<file path="src/rtl/refresh_pkg.sv">
package refresh_pkg;
  localparam int NUM_BANKS = 4;

  typedef struct packed {
    logic                 casLow;
    logic                 rasLow;
    logic [NUM_BANKS-1:0] csLow;
    logic                 done;
    logic                 walk;
  } strobe_t;

  typedef enum logic [1:0] {
    ST_IDLE = 2'd0,
    ST_COL  = 2'd1,
    ST_ROW  = 2'd2,
    ST_FIN  = 2'd3
  } seq_state_e;
endpackage

</file>
<file path="src/rtl/refresh_ctrl.sv">
module refresh_ctrl
  import refresh_pkg::*;
#(
  parameter int BANKS = NUM_BANKS
) (
  input  logic    clk,
  input  logic    rstN,
  input  logic    reqPend,
  input  logic    refGnt,
  input  logic    busIdle,
  input  logic    xferDone,
  input  logic    stagCfg,
  output logic    start,
  output strobe_t strb
);
  localparam int IDX_W = (BANKS > 1) ? $clog2(BANKS) : 1;
  localparam logic [IDX_W-1:0] LAST_IDX = IDX_W'(BANKS - 1);

  seq_state_e       state;
  logic [IDX_W-1:0] bankIdx;
  logic             walkQ;

  assign start = (state == ST_IDLE) && reqPend && refGnt && busIdle && xferDone;

  always_ff @(posedge clk) begin
    if (!rstN) begin
      state   <= ST_IDLE;
      bankIdx <= '0;
      walkQ   <= 1'b1;
    end else begin
      case (state)
        ST_IDLE: if (start) begin
          state   <= ST_COL;
          walkQ   <= stagCfg;
          bankIdx <= '0;
        end
        ST_COL:  state <= ST_ROW;
        ST_ROW: begin
          if (!walkQ || bankIdx == LAST_IDX) state <= ST_FIN;
          else bankIdx <= bankIdx + 1'b1;
        end
        default: state <= ST_IDLE;
      endcase
    end
  end

  always_comb begin
    strb      = '0;
    strb.walk = walkQ;
    case (state)
      ST_COL: strb.casLow = 1'b1;
      ST_ROW: begin
        strb.casLow = 1'b1;
        strb.rasLow = 1'b1;
        for (int b = 0; b < BANKS; b++)
          strb.csLow[b] = walkQ ? (bankIdx == IDX_W'(b)) : 1'b1;
      end
      ST_FIN: strb.done = 1'b1;
      default: ;
    endcase
  end


  grant_gate_chk: assert property (@(posedge clk) disable iff (!rstN)
    (state == ST_IDLE && !(reqPend && refGnt && busIdle && xferDone)) |=> (state == ST_IDLE));
endmodule

</file>
<file path="src/rtl/refresh_dpath.sv">
module refresh_dpath
  import refresh_pkg::*;
#(
  parameter int              BANKS    = NUM_BANKS,
  parameter int              CNT_W    = 16,
  parameter logic [CNT_W-1:0] DEF_IVAL = CNT_W'(512)
) (
  input  logic             clk,
  input  logic             rstN,
  input  logic             cfgWe,
  input  logic [CNT_W-1:0] cfgInterval,
  input  logic             cfgStagger,
  input  logic             start,
  input  strobe_t          strb,
  output logic             reqPend,
  output logic             stagCfg,
  output logic [BANKS-1:0] csN,
  output logic             rasN,
  output logic             casN,
  output logic             refDone
);
  logic [CNT_W-1:0] intervalQ;
  logic [CNT_W-1:0] cnt;
  logic             tcHit;

  assign tcHit = (cnt == CNT_W'(1)) && !cfgWe;

  always_ff @(posedge clk) begin
    if (!rstN) begin
      intervalQ <= DEF_IVAL;
      stagCfg   <= 1'b1;
      cnt       <= DEF_IVAL;
    end else if (cfgWe) begin
      intervalQ <= cfgInterval;
      stagCfg   <= cfgStagger;
      cnt       <= cfgInterval;
    end else if (cnt == CNT_W'(1)) begin
      cnt <= intervalQ;
    end else if (cnt != '0) begin
      cnt <= cnt - 1'b1;
    end
  end

  always_ff @(posedge clk) begin
    if (!rstN)       reqPend <= 1'b0;
    else if (tcHit)  reqPend <= 1'b1;
    else if (start)  reqPend <= 1'b0;
  end

  always_ff @(posedge clk) begin
    if (!rstN) begin
      csN     <= '1;
      rasN    <= 1'b1;
      casN    <= 1'b1;
      refDone <= 1'b0;
    end else begin
      csN     <= ~strb.csLow[BANKS-1:0];
      rasN    <= ~strb.rasLow;
      casN    <= ~strb.casLow;
      refDone <= strb.done;
    end
  end

  logic walkSeen;
  always_ff @(posedge clk) begin
    if (!rstN) walkSeen <= 1'b0;
    else       walkSeen <= strb.walk;
  end


  req_on_tc_chk: assert property (@(posedge clk) disable iff (!rstN)
    tcHit |=> reqPend);


  col_first_chk: assert property (@(posedge clk) disable iff (!rstN)
    $fell(casN) |-> (rasN && (&csN)));


  one_bank_chk: assert property (@(posedge clk) disable iff (!rstN)
    (!rasN && walkSeen) |-> ($countones(~csN) == 1));


  release_chk: assert property (@(posedge clk) disable iff (!rstN)
    $rose(rasN) |-> (casN && (&csN) && refDone));
endmodule

</file>
<file path="src/rtl/stagger_refresh_seq.sv">
module stagger_refresh_seq
  import refresh_pkg::*;
#(
  parameter int               CNT_W    = 16,
  parameter logic [CNT_W-1:0] DEF_IVAL = CNT_W'(512)
) (
  input  logic                 clk,
  input  logic                 rstN,
  input  logic                 cfgWe,
  input  logic [CNT_W-1:0]     cfgInterval,
  input  logic                 cfgStagger,
  input  logic                 refGnt,
  input  logic                 busIdle,
  input  logic                 xferDone,
  output logic                 refReq,
  output logic [NUM_BANKS-1:0] csN,
  output logic                 rasN,
  output logic                 casN,
  output logic                 refDone
);
  strobe_t strb;
  logic    start;
  logic    stagCfg;

  refresh_ctrl #(.BANKS(NUM_BANKS)) u_ctrl (
    .clk(clk), .rstN(rstN), .reqPend(refReq), .refGnt(refGnt),
    .busIdle(busIdle), .xferDone(xferDone), .stagCfg(stagCfg),
    .start(start), .strb(strb)
  );

  refresh_dpath #(.BANKS(NUM_BANKS), .CNT_W(CNT_W), .DEF_IVAL(DEF_IVAL)) u_dpath (
    .clk(clk), .rstN(rstN), .cfgWe(cfgWe), .cfgInterval(cfgInterval),
    .cfgStagger(cfgStagger), .start(start), .strb(strb),
    .reqPend(refReq), .stagCfg(stagCfg), .csN(csN), .rasN(rasN),
    .casN(casN), .refDone(refDone)
  );
endmodule

</file>
<file path="config.mk">
export PLATFORM = sky130hd
export DESIGN_NAME = stagger_refresh_seq
export DESIGN_NICKNAME = d
export VERILOG_FILES = /design/src/rtl/refresh_pkg.sv /design/src/rtl/refresh_ctrl.sv /design/src/rtl/refresh_dpath.sv /design/src/rtl/stagger_refresh_seq.sv
export SDC_FILE = /design/constraint.sdc
export NUM_CORES = 1
export LEC_CHECK = 0
export BUFFER_PORTS_ARGS = -buffer_cell sky130_fd_sc_hd__buf_2
export CAP_MARGIN = 40
export CORE_MARGIN = 4
export CORE_UTILIZATION = 51
export DETAILED_ROUTE_END_ITERATION = 16
export HOLD_SLACK_MARGIN = 0.02
export PLACE_DENSITY = 0.75
export REMOVE_ABC_BUFFERS = 1
export SYNTH_ARGS = -nofsm -noshare
export SYNTH_HDL_FRONTEND = slang
export SYNTH_SLANG_ARGS = --single-unit
</file>
<file path="constraint.sdc">
create_clock -name clk -period 2 [get_ports clk]
set_clock_uncertainty 0.05 [all_clocks]
set_input_delay 0.1 -clock clk [delete_from_list [all_inputs] [get_ports clk]]
set_output_delay 0.1 -clock clk [all_outputs]
set_load 0.005 [all_outputs]
</file>
### Word level (Yosys, flattened, before mapping)

Index checks and enable logic that the tools add are counted.

* bits in registers: 46
* output and inout port bits: 8

* muxes and demuxes: 18
* $add $sub $neg: 2
* eq/ne operators: 10
* bitwise operators: 3
* reductions and logical operators: 18

Operators with widths (number)
* 16-bit two-way mux: 3
* 16-bit by 1-bit equality test with 1-bit output, second input constant: 1
* 16-bit nonzero test: 1
* 16-bit by 1-bit subtractor with 16-bit output, second input constant: 1
* 2-bit equality test, second input constant: 4
* 1-bit two-way mux: 8
* 2-bit two-way mux: 4
* 2-bit one-hot mux with 3 select lines: 1
* 1-bit logical AND: 5
* 5-bit two-way mux: 1
* 2-bit by 1-bit equality test with 1-bit output, second input constant: 2
* 2-bit zero test: 2
* 2-bit != test, second input constant: 2
* 4-bit NOT: 1
* 2-bit one-hot mux with 2 select lines: 1
* 2-bit AND reduction: 2
* 2-bit nonzero test: 2
* 3-bit AND reduction: 1
* 3-bit nonzero test: 1
* 2-bit by 1-bit adder with 2-bit output, second input constant: 1
* 1-bit zero test: 2
* 2-bit by 1-bit != test with 1-bit output, second input constant: 1
* 1-bit NOT: 2
* 2-bit OR reduction: 1
* 1-bit logical OR: 1

### Longest topological paths before layout

* word-level depth: 7
* depth in mapped cells: 8

### Modules after synthesis

From an unflattened synthesis, not the netlist that was laid out.

* cell total of the unflattened synthesis: 267
* area, all modules: 2374.8 um^2

By module, submodules not included
* refresh_dpath: times used 1, area each 1931.9 um^2, cells each 216, seq. area each 820.8 um^2
* refresh_ctrl: times used 1, area each 442.9 um^2, cells each 51, seq. area each 100.1 um^2

### Least setup slack after synthesis

Ideal clock, no wire load.

* path type: register -> register
* start: register u_dpath.cnt[0]
* end: register u_dpath.cnt[10]
* data required time: 1.855 ns
* clock period less this slack: 1.851 ns
* stages on the path, launching flop included: 7
* arrival: 1.705 ns
* setup slack: 0.149 ns
* buffers on the path: 0
* cell sequence: dfxtp_1 > inv_1 > ha_1 > or4b_1 > a211oi_1 > o211ai_1 > a221oi_1

* cells in the longest elaborated chain, start to end: 4
* elaborated cells between the ends (all ways): 7
* classes of those cells: 1 x add/sub; 1 x eq/ne; 3 x mux; 2 x reduce/logical

RTL lines
* from (decl): line refresh_dpath.sv:23 `logic [CNT_W-1:0] cnt;`
* from (signal assigned): line refresh_dpath.sv:36 `cnt <= cfgInterval;`
* from (signal assigned): line refresh_dpath.sv:38 `cnt <= intervalQ;`
* from (signal assigned): line refresh_dpath.sv:40 `cnt <= cnt - 1'b1;`
* 16-bit by 1-bit subtractor with 16-bit output: line refresh_dpath.sv:40
* 16-bit two-way mux: line refresh_dpath.sv:39 `end else if (cnt != '0) begin`
* 16-bit two-way mux: line refresh_dpath.sv:37 `end else if (cnt == CNT_W'(1)) begin`
* 16-bit two-way mux: line refresh_dpath.sv:33 `end else if (cfgWe) begin`

Parallel ways exist; a longest one is shown, timed or not. The select of a mux whose other input is x is not followed.
A chain may end at the register's enable or synchronous reset.

### Final worst setup path

Ends and elaborated chain as after synthesis.

==> key figures <==
GRT
  – Gr busiest metal: met2
  – GR Layer Usage met1: 25.44%
  – Met2 Resource Use GR: 32.19%
  – Largest net degree at the start of global routing: 17
  – M3 GR Usage: 4.378%
  – GRT overflow: 0
  – Total Routing Usage GR: 19.58%
  – Number of global-route vias before repair: 1962
  – Initial antenna violation count: 0
  – First-pass GRT wire length: 8.397 mm

Setup path
  – CP max FO: 5
  – Crit path DAT: 2.06 ns
  – WS Path Type: reg -> reg
  – CP required: 2.16 ns
  – Crit path capture type: flip-flop
  – Reg2Reg Setup Slack: 0.1 ns
  – Critical R2R Capture: u_dpath.cnt[10]
  – Worst Setup Start Kind: flip-flop
  – R2r worst-path depth: 6
  – Worst flop-to-flop path startpoint: u_dpath.cnt[0]
  – Worst Setup EP: u_dpath.cnt[10]
  – CP startpoint: u_dpath.cnt[0]

Outcome
  – Outcome: completed

Die
  – Placeable core area: 4086 µm²
  – Die area: 5430 µm²
  – DIE WIDTH: 73.69 µm
  – FP Rows: 23
  – Die Y: 73.69 µm
  – IO Pins: 31
  – Initial Util: 53.86%

Logic synthesis
  – Area share of fa/ha/maj cells after synthesis: 5.685%
  – Post-synthesis register bit count: 46
  – Cell Area, Synth: 2201 µm²
  – Compound-Gate Fraction of Synth Area: 18.70%
  – Async S/R FF share, synth: 0%
  – Post-synth cell types: 46
  – Yosys warning count: 0
  – Simple-gate share of the synthesized area: 21.94%
  – Mapped Cells: 262
  – Post-synth EDFFs: 0
  – Mux contribution to synthesized area: 4.093%
  – Xor and xnor area share after synthesis: 2.786%
  – Main combinational cell family by area after synthesis: simple AND/OR/NAND/NOR gates
  – Synthesized area per cell: 8.400 µm²
  – Synth Flop Type: dfxtp_1
  – Sequential area share after synthesis: 41.84%

Drt
  – 1st-pass router iterations: 4
  – Final WL: 4.904 mm
  – Final ANT Viol Nets: 0
  – DRC viols: 0
  – Drt via density: 5.545
  – Total number of vias: 2013
  – 1st-iter DRT viols: 138
  – WL per Instance: 13.51 µm

Timing
  – Min cycle time layout: 1.902 ns
  – Fin. Hold Viols: 0
  – Maximum clock rate: 525.9 MHz
  – WHS: 0.02546 ns
  – Final worst slack: 0.09849 ns
  – Max Slew Vio Count: 0
  – Slew margin rel.: 70.89%
  – Final TNS setup: 0 ns
  – Setup Viol. Count Final: 0
  – Slew @ Worst Pin: 0.4340 ns
  – Final Cycle Share: 95.08%

Pwr
  – Peak VDD IR: 0.0005819 V
  – PwrDens: 770.9 nW/µm²
  – Sequential share of power: 48.9%
  – Clock Power Share: 33.5%
  – Combinational share of power: 17.7%
  – P_int: 1.545 mW
  – Pwr Total: 2.090 mW
  – Leak: 1.129 nW
  – Net Sw Frac: 26.10%
  – NetSw: 0.5455 mW

Clocking
  – Worst-skew pair later-pin latency: 0.30 ns
  – H-tree depth: 2
  – CTS tree: done
  – CTS sink count: 46
  – Maximum root-to-sink buffer count: 2
  – Num CTS Buffers: 5
  – Clock slew at reported path FFs: 0.08 ns
  – Clk Tree Root Cell: clkbuf_8

Placement
  – Worst slack at placement: 0.03755 ns
  – IO Port Bufs: 30
  – Placed instance count: 348
  – Routability cong.: 0.8740
  – Final HPWL DP: 3.523 mm

Layout
  – Nets@finish: 346
  – P&R area growth vs syn: 23.19%
  – Proportion of layout cells with a drive suffix above 1: 21.09%
  – Fillers: 354
  – Non-Filler Instances: 363
  – Ant. Diodes: 0

Hold path
  – Hold path depth: 3
  – HP Class: in -> reg

Run
  – MaxCap Viol Count: 0
-- synth_stat cells (2+ instances only) --
library cell,n,area [µm²]
nand4_1,2,12.51
mux2i_1,9,90.09
a31oi_1,9,56.30
nand2b_1,2,12.51
nor3_2,2,20.02
nor2_1,19,71.32
xor2_1,4,35.03
o31ai_1,2,15.01
a21oi_1,27,135.1
clkbuf_1,7,26.28
o22ai_1,4,25.02
inv_1,12,45.04
o221ai_1,3,26.28
o21ai_0,11,55.05
nand3_1,14,70.07
dfxtp_1,46,920.9
nor3_1,7,35.03
nand2_1,38,142.6
xnor2_1,3,26.28
ha_1,10,125.1
and2_1,3,18.77
o211ai_1,3,22.52
buf_6,2,22.52
-- how the worst min path moves through the flow --
stage,slack [ns],endpoint,from
floorplan,0.11,u_ctrl.walkQ,rstN
global placement,0.27,u_dpath.stagCfg,cfgStagger
detailed placement,0.27,u_dpath.stagCfg,cfgStagger
CTS,0.02,u_dpath.intervalQ[11],cfgInterval[11]
global route,0.02,u_dpath.intervalQ[12],cfgInterval[12]
finish,0.03,u_dpath.intervalQ[3],cfgInterval[3]
-- metal layers --
metal | wire length, µm | part of all wire (%)
met5 | 0 | 0
met3 | 226 | 4.6
met4 | 51 | 1.0
met1 | 2325 | 47
met2 | 2300 | 47
-- area by class of cell --
type / instances / area, µm² / area share (%)
Sequential cell: 46 / 920.9 / 33.96
Timing Repair Buffer: 55 / 352.8 / 13.01
Clock inverter: 1 / 30.03 / 1.108
Tap cell: 50 / 62.56 / 2.307
Multi-Input combinational cell: 192 / 1214 / 44.76
Clock buffer: 6 / 82.58 / 3.046
Inverter: 13 / 48.80 / 1.800
-- power by group through the flow --
| stage | Clock [mW] | Sequential, mW | Combinational, mW |
|---|---|---|---|
| final | 0.700 | 1.02 | 0.369 |
| after global routing | 0.747 | 1.03 | 0.412 |
| after CTS | 0.710 | 1.01 | 0.343 |
| after detailed placement | 0 | 1.03 | 0.331 |
| after global placement | 0 | 1.03 | 0.326 |
| after floorplan | 0 | 1.02 | 0.209 |
-- critical path: stages, from the launching register on --
cell and delay, ns:
dfxtp_1 0.35, inv_1 0.11, ha_1 0.17, or4b_4 0.51, a211oi_2 0.23, o211ai_1 0.10, a221oi_1 0.28
-- cells in the final DEF (no fill, tap or decap), types with 2 or more instances in the layout --
cell type      instances
nor2_1                19
nand2b_1               2
dlygate4sd3_1          6
o221ai_1               3
mux2i_1                9
xor2_1                 4
and2_1                 3
xnor2_1                3
a21oi_1               27
o22ai_1                4
dfxtp_1               46
nor3_4                 2
nand4_1                2
o21ai_0               11
nor3_1                 6
buf_4                 19
ha_1                  10
clkbuf_8               6
nand3_1               14
a31oi_1                9
nand2_1               38
inv_1                 12
o31ai_1                2
buf_2                 30
o211ai_1               3
-- timing repair --
action	in CTS	in global routing
hold endpoints to repair	9	0
resized for setup	0	9
hold buffers	6	0
endpoints found under the setup margin	0	5
buffers inserted	0	2
-- logic make-up after synthesis --
kind of cell	after synthesis
AOI/OAI and AO/OA	68
adders and majority gates	10
DFF	46
and+or+nand+nor	98
buffers and inverters	24
muxes	9
xor gates and xnor gates	7
-- flip-flops by register name, summed over array words and instances, names as in the netlist, 2 cells and up --
register / cells
u_dpath.cnt: 16
u_dpath.intervalQ: 16
u_dpath.csN: 4
u_ctrl.bankIdx: 2
u_ctrl.state: 2
-- through the flow --
step | utilization, % | area, µm²
after detailed placement | 60.72 | 2481
after global placement | 60.72 | 2481
final | 66.35 | 2711
after global routing | 66.35 | 2711
after floorplan | - | 2141
after CTS | 64.94 | 2654
Power figures use the tool's default switching activity.
